===== src/rtl/efifo_pkg.sv =====
// Shared types for the elastic FIFO.
// Assumes: nothing beyond IEEE 1800-2017.
package efifo_pkg;
    // Where an accepted input word is steered this cycle.
    typedef enum logic [1:0] {
        ROUTE_NONE  = 2'd0,
        ROUTE_STAGE = 2'd1,
        ROUTE_BANK  = 2'd2
    } route_e;
endpackage


===== src/rtl/ring_ptr.sv =====
// One-hot ring pointer: rotates left by one slot per advance, wrapping.
// Assumes: N >= 2; reset selects slot 0.
module ring_ptr #(
    parameter int N = 4
) (
    input  logic         clk,
    input  logic         rst_n,
    input  logic         adv,
    output logic [N-1:0] ptr
);
    // Rotate the single hot bit on each advance.
    always_ff @(posedge clk) begin
        if (!rst_n) ptr <= N'(1);
        else if (adv) ptr <= {ptr[N-2:0], ptr[N-1]};
    end

    a_r7_onehot: assert property (@(posedge clk) disable iff (!rst_n)
        $onehot(ptr));
    a_r7_idle_stable: assert property (@(posedge clk) disable iff (!rst_n)
        !adv |=> $stable(ptr));
endmodule


===== src/rtl/slot_bank.sv =====
// Parallel slot registers: write at one-hot wsel, AND-OR read at one-hot rsel.
// Assumes: wsel/rsel are one-hot; a read of the slot being written sees the old word.
module slot_bank #(
    parameter int DW    = 16,
    parameter int DEPTH = 4
) (
    input  logic             clk,
    input  logic             wr,
    input  logic [DEPTH-1:0] wsel,
    input  logic [DW-1:0]    wdata,
    input  logic [DEPTH-1:0] rsel,
    output logic [DW-1:0]    rdata
);
    logic [DW-1:0] slot [DEPTH];
    logic [DW-1:0] masked [DEPTH];

    for (genvar g = 0; g < DEPTH; g++) begin : g_slot
        // Capture the input word into the selected slot.
        always_ff @(posedge clk) begin
            if (wr && wsel[g]) slot[g] <= wdata;
        end
        assign masked[g] = rsel[g] ? slot[g] : '0;
    end

    // OR together the masked slots to form the read word.
    always_comb begin
        rdata = '0;
        for (int i = 0; i < DEPTH; i++) rdata = rdata | masked[i];
    end
endmodule


===== src/rtl/out_stage2.sv =====
// Two-entry elastic output stage; front entry drives the port from a register.
// Assumes: at most one enqueue per cycle; enq only when a slot is free after deq.
module out_stage2 #(
    parameter int DW = 16
) (
    input  logic          clk,
    input  logic          rst_n,
    input  logic          enq,
    input  logic [DW-1:0] din,
    input  logic          deq,
    output logic          valid,
    output logic [DW-1:0] dout,
    output logic [1:0]    cnt
);
    logic [DW-1:0] s0, s1, s0_n, s1_n;
    logic [1:0]    after_deq;

    // Shift on dequeue, then place the new word behind what remains.
    always_comb begin
        after_deq = cnt - {1'b0, deq};
        s0_n = deq ? s1 : s0;
        s1_n = s1;
        if (enq) begin
            if (after_deq == 2'd0) s0_n = din;
            else                   s1_n = din;
        end
    end

    // Register entries and entry count.
    always_ff @(posedge clk) begin
        if (!rst_n) begin
            cnt <= 2'd0;
            s0  <= '0;
            s1  <= '0;
        end else begin
            cnt <= after_deq + {1'b0, enq};
            s0  <= s0_n;
            s1  <= s1_n;
        end
    end

    assign valid = (cnt != 2'd0);
    assign dout  = s0;

    a_r8_hold: assert property (@(posedge clk) disable iff (!rst_n)
        valid && !deq |=> valid && $stable(dout));
    a_r3_stage_no_overflow: assert property (@(posedge clk) disable iff (!rst_n)
        enq |-> (cnt != 2'd2) || deq);
endmodule


===== src/rtl/elastic_out_fifo.sv =====
// Ready/valid FIFO: parallel slot bank with one-hot rings, plus a bypassable
// two-entry output stage. in_ready depends only on registered occupancy.
// Assumes: single clock, synchronous active-low reset, DEPTH >= 2.
module elastic_out_fifo
    import efifo_pkg::*;
#(
    parameter int DW    = 16,
    parameter int DEPTH = 4
) (
    input  logic          clk,
    input  logic          rst_n,
    input  logic          in_valid,
    output logic          in_ready,
    input  logic [DW-1:0] in_data,
    output logic          out_valid,
    input  logic          out_ready,
    output logic [DW-1:0] out_data
);
    localparam int CW = $clog2(DEPTH + 1);
    localparam logic [CW-1:0] SC_FULL = CW'(DEPTH);

    logic [CW-1:0]    sc;
    logic [1:0]       oc;
    logic             push, pop, room, bank_empty, refill, bank_wr, stage_enq;
    logic [DEPTH-1:0] head, tail;
    logic [DW-1:0]    bank_rd, stage_din;
    route_e           route;

    assign in_ready   = !((oc == 2'd2) && (sc == SC_FULL));
    assign push       = in_valid && in_ready;
    assign pop        = out_valid && out_ready;
    assign room       = (oc != 2'd2) || pop;
    assign bank_empty = (sc == '0);
    assign refill     = !bank_empty && room;

    // Steer an accepted word: straight to the stage only when the bank is empty.
    always_comb begin
        if (!push)                    route = ROUTE_NONE;
        else if (bank_empty && room)  route = ROUTE_STAGE;
        else                          route = ROUTE_BANK;
    end

    assign bank_wr   = (route == ROUTE_BANK);
    assign stage_enq = refill || (route == ROUTE_STAGE);
    assign stage_din = refill ? bank_rd : in_data;

    // Track the number of words held in the bank.
    always_ff @(posedge clk) begin
        if (!rst_n) sc <= '0;
        else        sc <= sc + CW'(bank_wr) - CW'(refill);
    end

    ring_ptr #(.N(DEPTH)) u_tail (.clk(clk), .rst_n(rst_n), .adv(bank_wr), .ptr(tail));
    ring_ptr #(.N(DEPTH)) u_head (.clk(clk), .rst_n(rst_n), .adv(refill),  .ptr(head));

    slot_bank #(.DW(DW), .DEPTH(DEPTH)) u_bank (
        .clk(clk), .wr(bank_wr), .wsel(tail), .wdata(in_data),
        .rsel(head), .rdata(bank_rd)
    );

    out_stage2 #(.DW(DW)) u_stage (
        .clk(clk), .rst_n(rst_n), .enq(stage_enq), .din(stage_din),
        .deq(pop), .valid(out_valid), .dout(out_data), .cnt(oc)
    );

    a_r3_no_overflow: assert property (@(posedge clk) disable iff (!rst_n)
        bank_wr |-> sc != SC_FULL);
    a_r2_bank_behind_full_stage: assert property (@(posedge clk) disable iff (!rst_n)
        !bank_empty |-> oc == 2'd2);
    a_r5_bypass_next_cycle: assert property (@(posedge clk) disable iff (!rst_n)
        push && bank_empty && oc == 2'd0 |=> out_valid && out_data == $past(in_data));
    a_r7_ptrs_meet_when_empty: assert property (@(posedge clk) disable iff (!rst_n)
        bank_empty |-> head == tail);
endmodule


===== config.mk =====
export PLATFORM = sky130hd
export DESIGN_NAME = elastic_out_fifo
export DESIGN_NICKNAME = d
export VERILOG_FILES = /design/src/rtl/efifo_pkg.sv /design/src/rtl/ring_ptr.sv /design/src/rtl/slot_bank.sv /design/src/rtl/out_stage2.sv /design/src/rtl/elastic_out_fifo.sv
export SDC_FILE = /design/constraint.sdc
export NUM_CORES = 1
export LEC_CHECK = 0
export BUFFER_PORTS_ARGS = -buffer_cell sky130_fd_sc_hd__buf_2
export CORE_MARGIN = 3
export CORE_UTILIZATION = 50
export DETAILED_ROUTE_END_ITERATION = 6
export PLACE_DENSITY = 0.66
export SLEW_MARGIN = 20
export SYNTH_ARGS = -nofsm -noshare
export SYNTH_HDL_FRONTEND = slang
export SYNTH_SLANG_ARGS = --single-unit

===== constraint.sdc =====
create_clock -name clk -period 7.19 [get_ports clk]
set_input_delay 1.438 -clock clk [delete_from_list [all_inputs] [get_ports clk]]
set_output_delay 1.438 -clock clk [all_outputs]
set_load 0.05 [all_outputs]

-- Word-level counts from Yosys, hierarchy flattened
Memory sizes are Yosys's and may differ from the RTL's.
Cells that the tools add are included.
Widths: inputs -> output; s select.
- $add $sub $neg: 4
- multipliers: 0
- div/mod/pow operators: 0
- order comparisons: 0
- eq/ne operators: 5
- shift operators: 0
- multiplexer cells: 18
- bitwise logic cells: 4
- reduce and logical (&&, ||, !) cells: 17
- operators by type and width (cell ; number):
    $mux 16 ; 8
    $or 16x16->16 ; 3
    $logic_and 1x1->1 ; 9
    $mux 1 ; 8
    $eq 2x2->1 const B ; 2
    $mux 2 ; 2
    $add 3x1->3 ; 1
    $eq 3x3->1 const B ; 1
    $logic_not 3->1 ; 1
    $sub 3x1->3 ; 1
    $add 2x1->2 ; 1
    $eq 2x1->1 const B ; 1
    $logic_not 1->1 ; 2
    $logic_not 2->1 ; 1
    $logic_or 1x1->1 ; 2
    $ne 2x2->1 const B ; 1
    $reduce_and 2->1 ; 1
    $reduce_bool 2->1 ; 1
    $sub 2x1->2 ; 1
    $not 1->1 ; 1
- register bits after elaboration: 45
- latch bits: 0
- bits in writable memories: 64
- bits in read-only memories: 0
- input port bits: 20
- word-level logic and storage cells: 55
- memories kept: 1
- memories (name ; depth ; width ; rd ports ; clocked after memory_dff ; wr ports ; RTL line ; text):
    u_bank.slot ; 4 ; 16 ; 4 ; 0 ; 4 ; slot_bank.sv:14 ; logic [DW-1:0] slot [DEPTH];

-- Logic depth before layout (Yosys ltp)
- word-level depth: 10
- depth in mapped cells: 12
- depth with buffers taken out: 12

-- Hierarchy
A second synthesis with hierarchy kept.
- cell total of the unflattened synthesis: 347
- area total of the unflattened synthesis: 4571.9 µm²
- by module, submodules not included (module ; instances ; cells an instance ; area each (µm²) ; seq. area each (µm²)):
    slot_bank ; 1 ; 124 ; 2357.3 ; 1921.8
    out_stage2 ; 1 ; 152 ; 1430.1 ; 680.7
    elastic_out_fifo ; 1 ; 45 ; 489.2 ; 60.1
    ring_ptr ; 2 ; 13 ; 147.6 ; 80.1

-- Least setup slack after synthesis
Ideal clock, no wire load.
- path type: input-to-reg
- start point: input port out_ready
- end point: register sc[2]
- arrival time: 3.454 ns
- path slack: 3.608 ns
- cell stages on the path: 12
- buffers on the path: 0
- cell sequence: nor3b_4 > mux2i_1 > a21boi_2 > inv_1 > ha_1 > inv_1 > ha_1 > inv_1 > fa_1 > xor2_1 > xnor2_1 > nor2_1
- longest elaborated chain between the ends: 8
- ends and longest elaborated chain (element ; RTL line ; text):
    from (decl) ; elastic_out_fifo.sv:16 ; input logic out_ready,
    $logic_and 1x1->1 (*) ; elastic_out_fifo.sv:31 ; assign pop = out_valid && out_ready;
    $logic_or 1x1->1 (*) ; elastic_out_fifo.sv:32 ; assign room = (oc != 2'd2) || pop;
    $logic_and 1x1->1 ; elastic_out_fifo.sv:39 ; else if (bank_empty && room) route = ROUTE_STAGE;
    $mux 2 ; elastic_out_fifo.sv:39 ;
    $mux 2 ; elastic_out_fifo.sv:38 ; if (!push) route = ROUTE_NONE;
    $eq 2x2->1 ; elastic_out_fifo.sv:43 ; assign bank_wr = (route == ROUTE_BANK);
    $add 3x1->3 ; elastic_out_fifo.sv:50 ; else sc <= sc + CW'(bank_wr) - CW'(refill);
    $sub 3x1->3 (*) ; elastic_out_fifo.sv:50 ;
    to (signal assigned) ; elastic_out_fifo.sv:50 ;
    to (decl) ; elastic_out_fifo.sv:22 ; logic [CW-1:0] sc;
Mark *: on every way between the ends. The rest lies on a longest branch, timed or not.
A chain may end at the register's enable or synchronous reset.

-- Worst setup path in the final report
- start point: input port out_ready
- end point: register u_stage.s0[5] (netlist: u_stage.dout[5])
- longest elaborated chain between the ends: 8
- ends and longest elaborated chain (element ; RTL line ; text):
    $logic_and 1x1->1 (*) ; elastic_out_fifo.sv:31 ;
    $logic_or 1x1->1 ; elastic_out_fifo.sv:32 ;
    $logic_and 1x1->1 ; elastic_out_fifo.sv:39 ;
    $mux 2 ; elastic_out_fifo.sv:39 ;
    $mux 2 ; elastic_out_fifo.sv:38 ;
    $eq 2x1->1 ; elastic_out_fifo.sv:44 ; assign stage_enq = refill || (route == ROUTE_STAGE);
    $logic_or 1x1->1 ; elastic_out_fifo.sv:44 ;
    $mux 16 (*) ; out_stage2.sv:23 ; if (enq) begin
    to (signal assigned) ; out_stage2.sv:37 ; s0 <= s0_n;
    to (decl) ; out_stage2.sv:15 ; logic [DW-1:0] s0, s1, s0_n, s1_n;
Marks and branches as above.

==> impl_results.md <==
- Outcome: finished clean
- Placer Congestion: between 0.7 and 0.8
- Vias post-DR: ~2700
- Post-Place Cell Area: around 4600 µm²
- Drt wl/cell: 18.8 µm
- Post-Syn Area: approximately 4400 µm²
- Maxcap violations: 0
- Critical path arrival: around 4.0 ns
- Most frequent cells in the layout: 64 x edfxtp_1, 45 x dfxtp_1, 37 x buf_2, 32 x a22oi_1, 31 x mux2i_1
- CP Class: input port to register
- Post-synthesis instance total: 322
- Ys flop type: edfxtp_1
- RSZ-0062 raised after global routing: false
- Total power draw: approximately 2.1 mW
- Max incr delay on CP: around 0.70 ns
- Crit share post-route: approximately half
- Post-CTS Hold Buffers: 0
- Vias in the first global route: 2472
- CTS Buf Count: 9
- Final hold vios: 0
- Worst hold margin: 0.474 ns
- Post-synth top area share: about 44%
- Final setup fails: 0
- Multi-input combinational cell area: roughly 1400 µm²
- P per Cell Area: around 430 nW/µm²
- CP cell instances: buf_2 > o21ai_2 > inv_1 > ha_1 > xnor2_2 > or4b_4 > a21o_1 > a41oi_1
- Antenna Diode Count: 0
- First-pass GRT wire length: 13.5 mm
- Initial Utilization: a little over half
- Synth warn: 0
- Clk slew on worst S/H paths: 0.10 ns
- Peak supply drop: roughly 160 µV
- Post-synth EDFFs: 64
- GR Util All Layers: ~18%
- Die H: 99.8 µm
- Worst min-delay path category: register to register
- Post-synth ARST share: 0%
- Most common cell after layout, fill and taps aside: edfxtp_1
- Port bufs: 37
- Post-CTS Setup Repair Bufs: 0
- Clk_lat worst skew: ~0.35 ns
- Rows: 33
- Req. time, crit path: about 7.5 ns
- Sink Count: approximately 110
- Max Clock Freq: 0.270 GHz
- Final Skew: 0.0124 ns
- Seq/Total Area, Yosys: about 64%
- Worst-margin pin slew: between 1 and 1.5 ns
- 1st-iter DRT viols: around 140
- Layout area overhead: 10.1%
- Placed cell count: ~440
- Residual DRC: 0
- Synth area leader: edfxtp_1
- Pleak: 1.87 nW
- Final wirelength: between 8 and 9 mm
- Setup tns final: 0 ns
- Chip width: roughly 100 µm
- Initial antenna violation count: 0
- Crit path launch type: input port
- Period minus WS final: 3.70 ns
- Post-DRT Antenna Nets: 0
- Io pins: 38
- Nets@finish: ~380
- Fill cells: around 700
- Crit-path slowest cell: or4b_4
- Final Cell Area: approximately 4800 µm²
- Yosys cell types: 39
- Largest net degree at the start of global routing: 27
- Initial DRT Pass Iterations: 5
- Root Driver: clkbuf_8
- CTS tree: yes
- Slew Limit Fails: 0
- Placeable Area: 8380 µm²
- Share of cells above drive strength 1: ~20%
- Final instance count without filler cells: between 400 and 500
- CP endpoint kind: register
- Register area: 2820 µm²
- Worst R2R Setup Slack: 3.83 ns
- Top cells by area, synth: edfxtp_1 44%, dfxtp_1 20%, mux2i_1 7.1%
- Syn_area_per_cell: 13.7 µm²
- Mapped Nets: 347
- Resize count post-CTS: 0
- H-Tree Level Count: 3
- Die footprint: 9960 µm²
- Grt total ovfl: 0
- Post-DP HPWL: between 5 and 6 mm
- Clk buf depth: 2
- Via density: roughly 5.8
- Slew HR: between 20% and 30%
- Yosys reg bits: 109
- Max FO, Critical Path: 22
## registers in the layout, indices dropped and copies added, names as in the netlist
| signal | flops |
|---|---|
| sc | 3 |
| u_tail.ptr | 4 |
| u_stage.cnt | 2 |
| u_stage.dout | 16 |
| u_head.ptr | 4 |
| u_stage.s1 | 16 |
| u_bank.slot | 64 |
## area by class of cell
class / count / area share (%)
Multi-Input combinational cell: 185 / 29.8
Clock buffer: 11 / 2.92
Timing Repair Buffer: 38 / 3.98
Tap cell: 105 / 2.71
Inverter: 7 / 0.543
Sequential cell: 109 / 58.3
Clock inverter: 5 / 1.73
## final timing paths
| check | startpoint | end | depth (start not counted) |
|---|---|---|---|
| max reg2reg | u_stage.cnt[1] | u_stage.dout[5] | 7 |
| min reg2reg | u_stage.s1[2] | u_stage.s1[2] | 1 |
| min | u_stage.s1[2] | u_stage.s1[2] | 1 |
| max | out_ready | u_stage.dout[5] | 8 |
## critical path: cells and delay by family
family / cells / cell delay (ns)
and+or+nand+nor: 1 / 0.70
buffers and inverters: 2 / 0.22
AOI/OAI and AO/OA: 3 / 0.79
xor gates and xnor gates: 1 / 0.56
adders and majority gates: 1 / 0.25
## routing by layer
metal	wire length (µm)	track usage, %
met1	4270	26.0
met2	3910	27.2
met3	358	2.64
met4	107	5.99
met5	0	0
## report_power, final
| part | switching (mW) | total, mW | internal [mW] |
|---|---|---|---|
| Sequential | 0.0981 | 0.882 | 0.784 |
| Combinational | 0.504 | 0.812 | 0.308 |
| Clock | 0.198 | 0.404 | 0.207 |
## through the flow
stage,utilization [%],worst slack (ns)
6_report,57.8,3.49
5_1_grt,57.8,3.27
4_1_cts,57.8,3.47
3_5_place_dp,55.1,3.10
3_3_place_gp,55.1,3.18
2_1_floorplan,-,3.61
## cells by family after synthesis
kind of cell / after synthesis / share of synthesized area, %
compound gates: 91 / 15.7
xor+xnor: 4 / 0.968
fa+ha+maj: 5 / 1.59
buf+inv: 28 / 3.04
flops: 109 / 64.2
mux: 37 / 8.94
simple gates: 48 / 5.55
## synthesized netlist by cell type, types with 10 or more instances
cell type and number:
edfxtp_1 64, dfxtp_1 45, a22oi_1 32, mux2i_1 31
nand2_1 26, clkbuf_1 12, a21o_1 10, a21oi_1 10
a41oi_1 10, o2bb2ai_1 10
Note: power is estimated with default switching activity, not from simulation.
